### src/rtl/sqdv_pkg.sv
package sqdv_pkg;

    typedef enum logic [1:0] {
        ST_IDLE   = 2'd0,
        ST_LAUNCH = 2'd1,
        ST_WAIT   = 2'd2,
        ST_FINISH = 2'd3
    } sqdv_state_t;

endpackage

### src/rtl/sqdv_seed.sv
// Initial root estimate: 2^(floor(p/2)+1), where p is the leading-one index.
module sqdv_seed #(
    parameter int AW = 32,
    parameter int XW = 17
) (
    input  logic [AW-1:0] value,
    output logic [XW-1:0] seed
);
    localparam int PW = $clog2(AW) + 1;

    logic [PW-1:0] lead_pos;
    logic [PW-1:0] shamt;

    always_comb begin
        lead_pos = '0;
        for (int i = 0; i < AW; i++) begin
            if (value[i]) lead_pos = PW'(i);
        end
        shamt = (lead_pos >> 1) + PW'(1);
        seed  = XW'(1) << shamt;
    end

endmodule

### src/rtl/sqdv_divider.sv
// Restoring shift-subtract divider producing one quotient bit per cycle.
module sqdv_divider #(
    parameter int NW = 32,
    parameter int DW = 17
) (
    input  logic          clk,
    input  logic          rst_n,
    input  logic          go,
    input  logic [NW-1:0] numer,
    input  logic [DW-1:0] denom,
    output logic          fin,
    output logic [NW-1:0] quot
);
    localparam int RW = DW + 1;
    localparam int CW = $clog2(NW + 1);

    logic [RW-1:0] rem_q;
    logic [NW-1:0] quo_q;
    logic [CW-1:0] cnt_q;
    logic          run_q;
    logic          fin_q;
    logic [RW-1:0] shifted;
    logic [RW:0]   trial;

    always_comb begin
        shifted = {rem_q[RW-2:0], quo_q[NW-1]};
        trial   = {1'b0, shifted} - {2'b00, denom};
    end

    always_ff @(posedge clk or negedge rst_n) begin
        if (!rst_n) begin
            rem_q <= '0;
            quo_q <= '0;
            cnt_q <= '0;
            run_q <= 1'b0;
            fin_q <= 1'b0;
        end else if (go) begin
            rem_q <= '0;
            quo_q <= numer;
            cnt_q <= CW'(NW);
            run_q <= 1'b1;
            fin_q <= 1'b0;
        end else if (run_q) begin
            if (trial[RW]) begin
                rem_q <= shifted;
                quo_q <= {quo_q[NW-2:0], 1'b0};
            end else begin
                rem_q <= trial[RW-1:0];
                quo_q <= {quo_q[NW-2:0], 1'b1};
            end
            cnt_q <= cnt_q - CW'(1);
            if (cnt_q == CW'(1)) begin
                run_q <= 1'b0;
                fin_q <= 1'b1;
            end
        end else begin
            fin_q <= 1'b0;
        end
    end

    assign fin  = fin_q;
    assign quot = quo_q;

    assert_fin_single_R2: assert property (@(posedge clk) disable iff (!rst_n)
        fin |=> !fin);
    assert_go_runs_R2: assert property (@(posedge clk) disable iff (!rst_n)
        go |=> !fin);

endmodule

### src/rtl/sqrt_div_unit.sv
module sqrt_div_unit #(
    parameter int AW = 32,
    parameter int DW = 16
) (
    input  logic          clk,
    input  logic          rst_n,
    input  logic          sel_sqrt,
    input  logic          start,
    input  logic [AW-1:0] operand,
    input  logic [DW-1:0] divisor,
    output logic          done,
    output logic [DW-1:0] result
);
    import sqdv_pkg::*;

    localparam int XW = DW + 1;

    sqdv_state_t   state, state_nxt;
    logic [AW-1:0] a_q;
    logic [DW-1:0] d_q;
    logic          mode_q;
    logic [XW-1:0] x_q;
    logic [DW-1:0] res_q;

    logic          accept;
    logic          quick;
    logic          div_go;
    logic          div_fin;
    logic [AW-1:0] div_quot;
    logic [XW-1:0] div_den;
    logic [XW-1:0] seed;
    logic [AW:0]   step_sum;
    logic [AW-1:0] x_new;
    logic          stop;
    logic          quot_big;

    sqdv_seed #(.AW(AW), .XW(XW)) u_seed (
        .value (operand),
        .seed  (seed)
    );

    sqdv_divider #(.NW(AW), .DW(XW)) u_div (
        .clk   (clk),
        .rst_n (rst_n),
        .go    (div_go),
        .numer (a_q),
        .denom (div_den),
        .fin   (div_fin),
        .quot  (div_quot)
    );

    always_comb begin
        accept   = start && (state == ST_IDLE || state == ST_FINISH);
        quick    = sel_sqrt ? (operand == '0) : (divisor == '0);
        div_den  = mode_q ? x_q : {1'b0, d_q};
        step_sum = {1'b0, AW'(x_q)} + {1'b0, div_quot};
        x_new    = step_sum[AW:1];
        stop     = x_new >= AW'(x_q);
        quot_big = |div_quot[AW-1:DW];
    end

    // next-state logic
    always_comb begin
        state_nxt = state;
        unique case (state)
            ST_IDLE, ST_FINISH: begin
                if (accept) state_nxt = quick ? ST_FINISH : ST_LAUNCH;
            end
            ST_LAUNCH: state_nxt = ST_WAIT;
            ST_WAIT: begin
                if (div_fin) state_nxt = (mode_q && !stop) ? ST_LAUNCH : ST_FINISH;
            end
            default: state_nxt = ST_IDLE;
        endcase
    end

    // state register
    always_ff @(posedge clk or negedge rst_n) begin
        if (!rst_n) state <= ST_IDLE;
        else        state <= state_nxt;
    end

    // datapath registers
    always_ff @(posedge clk or negedge rst_n) begin
        if (!rst_n) begin
            a_q    <= '0;
            d_q    <= '0;
            mode_q <= 1'b0;
            x_q    <= '0;
            res_q  <= '0;
        end else if (accept) begin
            a_q    <= operand;
            d_q    <= divisor;
            mode_q <= sel_sqrt;
            x_q    <= seed;
            if (sel_sqrt && operand == '0)       res_q <= '0;
            else if (!sel_sqrt && divisor == '0) res_q <= '1;
        end else if (state == ST_WAIT && div_fin) begin
            if (mode_q) begin
                if (stop) res_q <= x_q[DW-1:0];
                else      x_q   <= x_new[XW-1:0];
            end else begin
                res_q <= quot_big ? '1 : div_quot[DW-1:0];
            end
        end
    end

    // outputs
    always_comb begin
        div_go = (state == ST_LAUNCH);
        done   = (state == ST_FINISH);
        result = res_q;
    end

    assert_quot_fit_R2: assert property (@(posedge clk) disable iff (!rst_n)
        (state == ST_WAIT && div_fin && !mode_q && !quot_big) |=> (done && result == $past(div_quot[DW-1:0])));
    assert_no_overflow_R3: assert property (@(posedge clk) disable iff (!rst_n)
        (state == ST_WAIT && div_fin && !mode_q && quot_big) |=> (done && result == '1));
    assert_zero_div_R4: assert property (@(posedge clk) disable iff (!rst_n)
        (accept && !sel_sqrt && divisor == '0) |=> (done && result == '1));
    assert_est_falls_R5: assert property (@(posedge clk) disable iff (!rst_n)
        (state == ST_WAIT) |=> (x_q <= $past(x_q)));
    assert_root_zero_R6: assert property (@(posedge clk) disable iff (!rst_n)
        (accept && sel_sqrt && operand == '0) |=> (done && result == '0));
    assert_busy_ignore_R7: assert property (@(posedge clk) disable iff (!rst_n)
        (state == ST_LAUNCH || state == ST_WAIT) |=> ($stable(a_q) && $stable(d_q) && $stable(mode_q)));
    assert_hold_R8: assert property (@(posedge clk) disable iff (!rst_n)
        (done && !start) |=> (done && $stable(result)));
    assert_done_drop_R9: assert property (@(posedge clk) disable iff (!rst_n)
        (accept && !quick) |=> !done);

endmodule

### config.mk
export PLATFORM = sky130hd
export DESIGN_NAME = sqrt_div_unit
export DESIGN_NICKNAME = d
export VERILOG_FILES = /design/src/rtl/sqdv_pkg.sv /design/src/rtl/sqdv_seed.sv /design/src/rtl/sqdv_divider.sv /design/src/rtl/sqrt_div_unit.sv
export SDC_FILE = /design/constraint.sdc
export NUM_CORES = 1
export LEC_CHECK = 0
export BUFFER_PORTS_ARGS = -buffer_cell sky130_fd_sc_hd__buf_4
export CAP_MARGIN = 40
export CORE_MARGIN = 3
export CORE_UTILIZATION = 55
export CTS_CLUSTER_SIZE = 30
export DETAILED_ROUTE_END_ITERATION = 8
export HOLD_SLACK_MARGIN = 0.08
export PLACE_DENSITY = 0.81
export SETUP_SLACK_MARGIN = 0.15
export SKIP_LAST_GASP = 1
export SLEW_MARGIN = 20
export SYNTH_ARGS = -nofsm -noshare
export SYNTH_HDL_FRONTEND = slang
export SYNTH_SLANG_ARGS = --single-unit
### constraint.sdc
create_clock -name clk -period 5.9 [get_ports clk]
set_clock_uncertainty 0.15 [all_clocks]
set_input_delay 0.295 -clock clk [delete_from_list [all_inputs] [get_ports clk]]
set_output_delay 0.295 -clock clk [all_outputs]
set_load 0.005 [all_outputs]
== Word-level counts from Yosys, hierarchy flattened ==
Index checks and enable logic that the tools add are counted.
Word-level totals
  input port bits: 52
  register bits: 141
  output and inout bits: 17
Cells by class
  shift-type cells: 1
  add/sub/neg operators: 4
  reduce and logical (&&, ||, !) cells: 19
  order comparisons: 1
  multiplexer cells: 63
  equality and inequality tests: 10
Operators by type and width (number)
  $mux 6: 32
  $mux 17: 8
  $mux 16: 7
  $mux 32: 2
  $add 17x32->33: 1
  $ge 32x17->1: 1
  $logic_not 32->1: 1
  $sub 18x17->19: 1
  $shl 1x6->17 const A: 1
  $logic_not 16->1: 1
  $reduce_or 16->1: 1
  $mux 1: 9
  $mux 2: 4
  $add 5x1->6 const B: 1
  $eq 6x1->1 const B: 1
  $ne 3x1->1 const B: 2
  $pmux 2 s3: 1
  $reduce_and 3->1: 2
  $reduce_bool 2->1: 3
  $sub 6x1->6 const B: 1
  $logic_and 1x1->1: 5
  $eq 2x2->1 const B: 2
  $ne 2x2->1 const B: 2
  $ne 3x3->1 const B: 1
  other kinds (7): 8

== Longest topological paths before layout ==
  depth after elaboration: 34
  gate-level depth with buffers: 21

== Modules after synthesis ==
A second synthesis with hierarchy kept.
Second synthesis, totals
  cells, all modules: 1155
  area total of the unflattened synthesis: 9939.5 µm²
Modules (own cells, without submodules)
  sqrt_div_unit: cells each 676, sequential area each 2102.0 µm², times used 1, area an instance 5794.3 µm²
  sqdv_divider: cells each 419, sequential area each 1426.4 µm², times used 1, area an instance 3757.4 µm²
  sqdv_seed: cells each 60, sequential area each 0.0 µm², times used 1, area an instance 387.9 µm²

== Worst setup path after synthesis ==
Ideal clock, no wire load.
  path kind: register to register
  start point: reg x_q[0]
  end point: reg x_q[13]
  slack: 1361 ps
  cell stages (with the launch flop): 18
  arrival time: 4266 ps
  path buffers: 1
  data required time: 5627 ps
  path through: dfrtp_1 -> and2_1 -> fa_1 -> a211oi_2 -> o211ai_2 -> a211oi_4 -> a21o_1 -> xnor2_1 -> ha_1 -> a21o_1 -> a31oi_1 -> a21boi_0 -> a2111oi_2 -> o2111ai_2 -> nor4_4 -> buf_6 -> or3b_1 -> o221a_2
On the way
  word-level cells in the longest chain between the ends: 5
  elaborated cells between the ends (all ways): 8
  classes of those cells: 1 x add/sub; 1 x order compare; 1 x eq/ne; 4 x mux; 1 x reduce/logical
Ends and longest elaborated chain
  start: declaration: line sqrt_div_unit.sv:22  | logic [XW-1:0] x_q;
  start signal: assignment: line sqrt_div_unit.sv:101  | else x_q <= x_new[XW-1:0];
  branches (longest 5 deep; another with $add 17x32->33)
Several ways; the timed one is not identified. The select of a mux whose other input is x is not followed.
A chain may end at the register's enable or synchronous reset.

== Worst setup path in the final report ==
  start point: reg x_q[0]
  end point: reg x_q[1]
Same word-level chain as after synthesis.

==> results.py <==
metrics = {
    "outcome": {
        "outcome": "finished, final reports clean",
    },
    "synthesis": {
        "yosysTopAreaCellShare": 0.371,
        "ys_warn_count": 0,
        "ys_top_cells_by_area": "dfrtp_1 37%, nand2_1 9.9%, ha_1 7.4%, mux2i_1 5.1%, nor2_1 3.3%",
        "syn-num-nets": 1203,
        "synth-compound-area-share": 0.186,
        "synthSimpleGateAreaFrac": 0.218,
        "synthAdderAreaFrac": 0.0779,
        "synth.most_common_cell": "nand2_1",
        "yosys.area.top_type": "dfrtp_1",
        "ys_seq_area_frac": 0.371,
        "synth_cell_type_count": 78,
        "muxShareOfSynthArea": 0.0758,
        "synth_top_family_by_area": "simple AND/OR/NAND/NOR gates",
        "synth_top_flop_cell": "dfrtp_1",
        "synth_edf_count": 0,
        "synth-seq-cells": 141,
        "avgSynthCellArea_um2": 8.70,
        "syn_inst": 1093,
        "async_flop_share": 1.00,
        "synth-xor-area-share": 0.0295,
        "netlist_area_mm2": 0.00951,
        "yosys-top-cells-count": "251 x nand2_1, 141 x dfrtp_1, 84 x nor2_1",
    },
    "clock_tree": {
        "tritoncts": "yes",
        "clock_path_buffers": 2,
        "cts.sink_count": 141,
        "numCtsBuffers": 17,
        "cts-root-buf": "clkbuf_16",
        "h-tree-depth": 4,
        "clkLatencyLatePin_ps": 430,
        "cts-hold-fix-buffers": 50,
        "post-cts-setup-buffer-count": 0,
        "clk_pin_slew_worst_paths_ps": 60,
        "ctsResizeCount": 0,
    },
    "global_routing": {
        "grt_pass1_wl_um": 42100,
        "grt.total_usage": 0.285,
        "antenna_found_initial": 0,
        "grt_max_degree": 81,
        "grt_pass1_vias": 8212,
        "grt_overflow": 0,
    },
    "sta": {
        "setup_violations": 0,
        "finalCritPeriodShare": 0.889,
        "worst_slew_pin_slew_ps": 985,
        "slew_headroom": 0.337,
        "fin_ws_ps": 652,
        "finalSetupTns_ps": 0,
        "fin_crit_ps": 5250,
        "rsz0062_at_grt": "false",
        "fmax_mhz": 191,
        "drv_slew": 0,
        "finalHoldViolations": 0,
    },
    "placed_design": {
        "io_buffers": 68,
        "dpl_worst_slack_ps": 732,
        "gp_congestion": 0.976,
        "dp_cells": 1334,
        "dpl_cell_area_mm2": 0.0101,
        "place_hpwl_um": 18500,
    },
    "pwr": {
        "p_leak_uw": 0.00560,
        "power.density_mw_per_mm2": 185,
        "irDropWorstVdd_mv": 0.196,
    },
    "floorplanning": {
        "die-area_mm2": 0.0189,
        "initial_utilization": 0.567,
        "row_count": 47,
        "io_pins": 69,
        "die_w_um": 137,
        "dieHeight_um": 137,
        "core_mm2": 0.0168,
    },
    "route": {
        "num_vias": 8612,
        "ant_nets": 0,
        "wl_per_cell_um": 18.6,
        "drt_iter0_markers": 823,
        "drcViolationCount": 0,
        "wl_um": 26300,
        "via_per_inst": 6.08,
        "dr.pass1.iters": 5,
    },
    "worst_setup_path": {
        "worstPathCellList": "and2_1, fa_1, a211oi_2, o211ai_2, a211oi_4, a21o_1, xnor2_1, ha_1, a21o_1, a31oi_1, a21boi_0, a2111oi_2, o2111ai_2, nor4_4, buf_4, or3b_1, o221a_2",
        "cp.required_ps": 6070,
        "crit_type": "flip-flop to flip-flop",
        "crit_top_cell": "a21o_1",
        "max_stage_delay_ps": 440,
        "path_delay_family": "compound AO/OA/AOI/OAI gates",
        "cp-start-kind": "flip-flop",
        "critPathBufInv": 1,
        "path_max_fanout": 19,
        "cp_data_arrival_time_ps": 5420,
        "worst_path_max_delay_cell": "fa_1",
        "end_kind": "flip-flop",
    },
    "final_layout": {
        "syn2layout_area_growth_pct": 18.0,
        "layoutNonFillerInstCount": 1417,
        "antenna_cells": 0,
        "final_util": 0.670,
        "layout-drive-gt1-share": 0.139,
        "final_area_mm2": 0.0112,
        "fin_nets": 1294,
    },
    "min_path": {
        "min_path_type": "input port to flip-flop",
    },
    "run": {
        "maxCapViolations": 0,
    },
}
## state kept, by name, summed over array words and instances, names as in the netlist
name / flops
result: 16
u_div.run_q: 1
a_q: 32
d_q: 16
mode_q: 1
u_div.cnt_q: 6
u_div.quot: 32
u_div.rem_q: 17
state: 2
x_q: 17
u_div.fin: 1
## final timing paths
check	start	cells past startpoint	slack, ps	to
setup / recovery	x_q[0]$_DFFE_PN0P_	17	650	x_q[1]$_DFFE_PN0P_
hold / removal	start	4	150	state[0]$_DFFE_PN0P_
setup reg to reg	x_q[0]$_DFFE_PN0P_	17	650	x_q[1]$_DFFE_PN0P_
hold reg to reg	a_q[0]$_DFFE_PN0P_	2	330	u_div.quot[0]$_DFFE_PN0P_
max in group asynchronous	rst_n	4	4180	u_div.run_q$_DFF_PN0_
min in group asynchronous	rst_n	2	310	d_q[5]$_DFFE_PN0P_
## layout by cell type (no fill, tap or decap), types with 5 or more instances in the layout
| cell | netlist | routed |
|---|---|---|
| a211oi_1 | 9 | 9 |
| a21o_1 | 12 | 12 |
| a21oi_1 | 46 | 46 |
| a311oi_1 | 13 | 13 |
| a31oi_1 | 6 | 6 |
| and2_1 | 6 | 5 |
| and3_1 | 7 | 7 |
| buf_4 | 4 | 76 |
| clkbuf_16 | 0 | 17 |
| dfrtp_1 | 141 | 140 |
| dlygate4sd3_1 | 0 | 50 |
| ha_1 | 56 | 55 |
| inv_1 | 34 | 34 |
| inv_6 | 0 | 6 |
| mux2_2 | 8 | 8 |
| mux2_4 | 10 | 10 |
| mux2i_1 | 48 | 48 |
| nand2_1 | 251 | 250 |
| nand3_1 | 19 | 19 |
| nand4_1 | 17 | 17 |
| nor2_1 | 84 | 84 |
| nor2b_1 | 9 | 9 |
| nor3_1 | 17 | 17 |
| nor4_1 | 16 | 16 |
| o211a_1 | 5 | 5 |
| o211ai_1 | 7 | 7 |
| o21a_1 | 10 | 10 |
| o21ai_0 | 59 | 59 |
| o221a_2 | 5 | 5 |
| o221ai_1 | 18 | 18 |
| o31ai_1 | 8 | 8 |
| or3_1 | 7 | 7 |
| xnor2_1 | 20 | 20 |
| xor2_1 | 12 | 12 |
## layer usage
metal  wire length, um  share of wire  track usage
met4               821          0.031        0.111
met5                 0              0            0
met1             11200           0.43        0.389
met2             12400           0.47        0.451
met3              1860          0.071       0.0511
## layout make-up
cell class,instances,area (um2)
Fill cell,1366,5540
Multi-Input combinational cell,858,5590
Clock buffer,17,425
Clock inverter,15,129
Tap cell,220,275
Sequential cell,141,3530
Inverter,35,131
Timing Repair Buffer,131,1150
## worst min-delay path, cell delays in order
cell and delay [ps]:
buf_4 120, inv_1 50, a21oi_1 80, mux2i_1 120
## stage by stage
stage	power [uW]	hold WS, ps
after floorplan	994	-151
after global placement	1050	228
after detailed placement	1050	238
after CTS	2090	129
after global routing	2150	172
final	2080	146
## cell families (layout without fill, tap and decap cells)
logic type	count (synthesis)	count (layout)
and+or+nand+nor	458	458
DFF	141	141
AOI/OAI and AO/OA	244	244
buffers and inverters	94	198
muxes	66	66
xor gates and xnor gates	32	32
adders and majority gates	58	58
## power breakdown
group | switching [uW] | leakage, uW | internal [uW]
clock | 462 | 0.000260 | 549
sequential | 0 | 0.00193 | 967
combinational | 48.6 | 0.00341 | 49.4
Note: power is estimated with default switching activity, not from simulation.
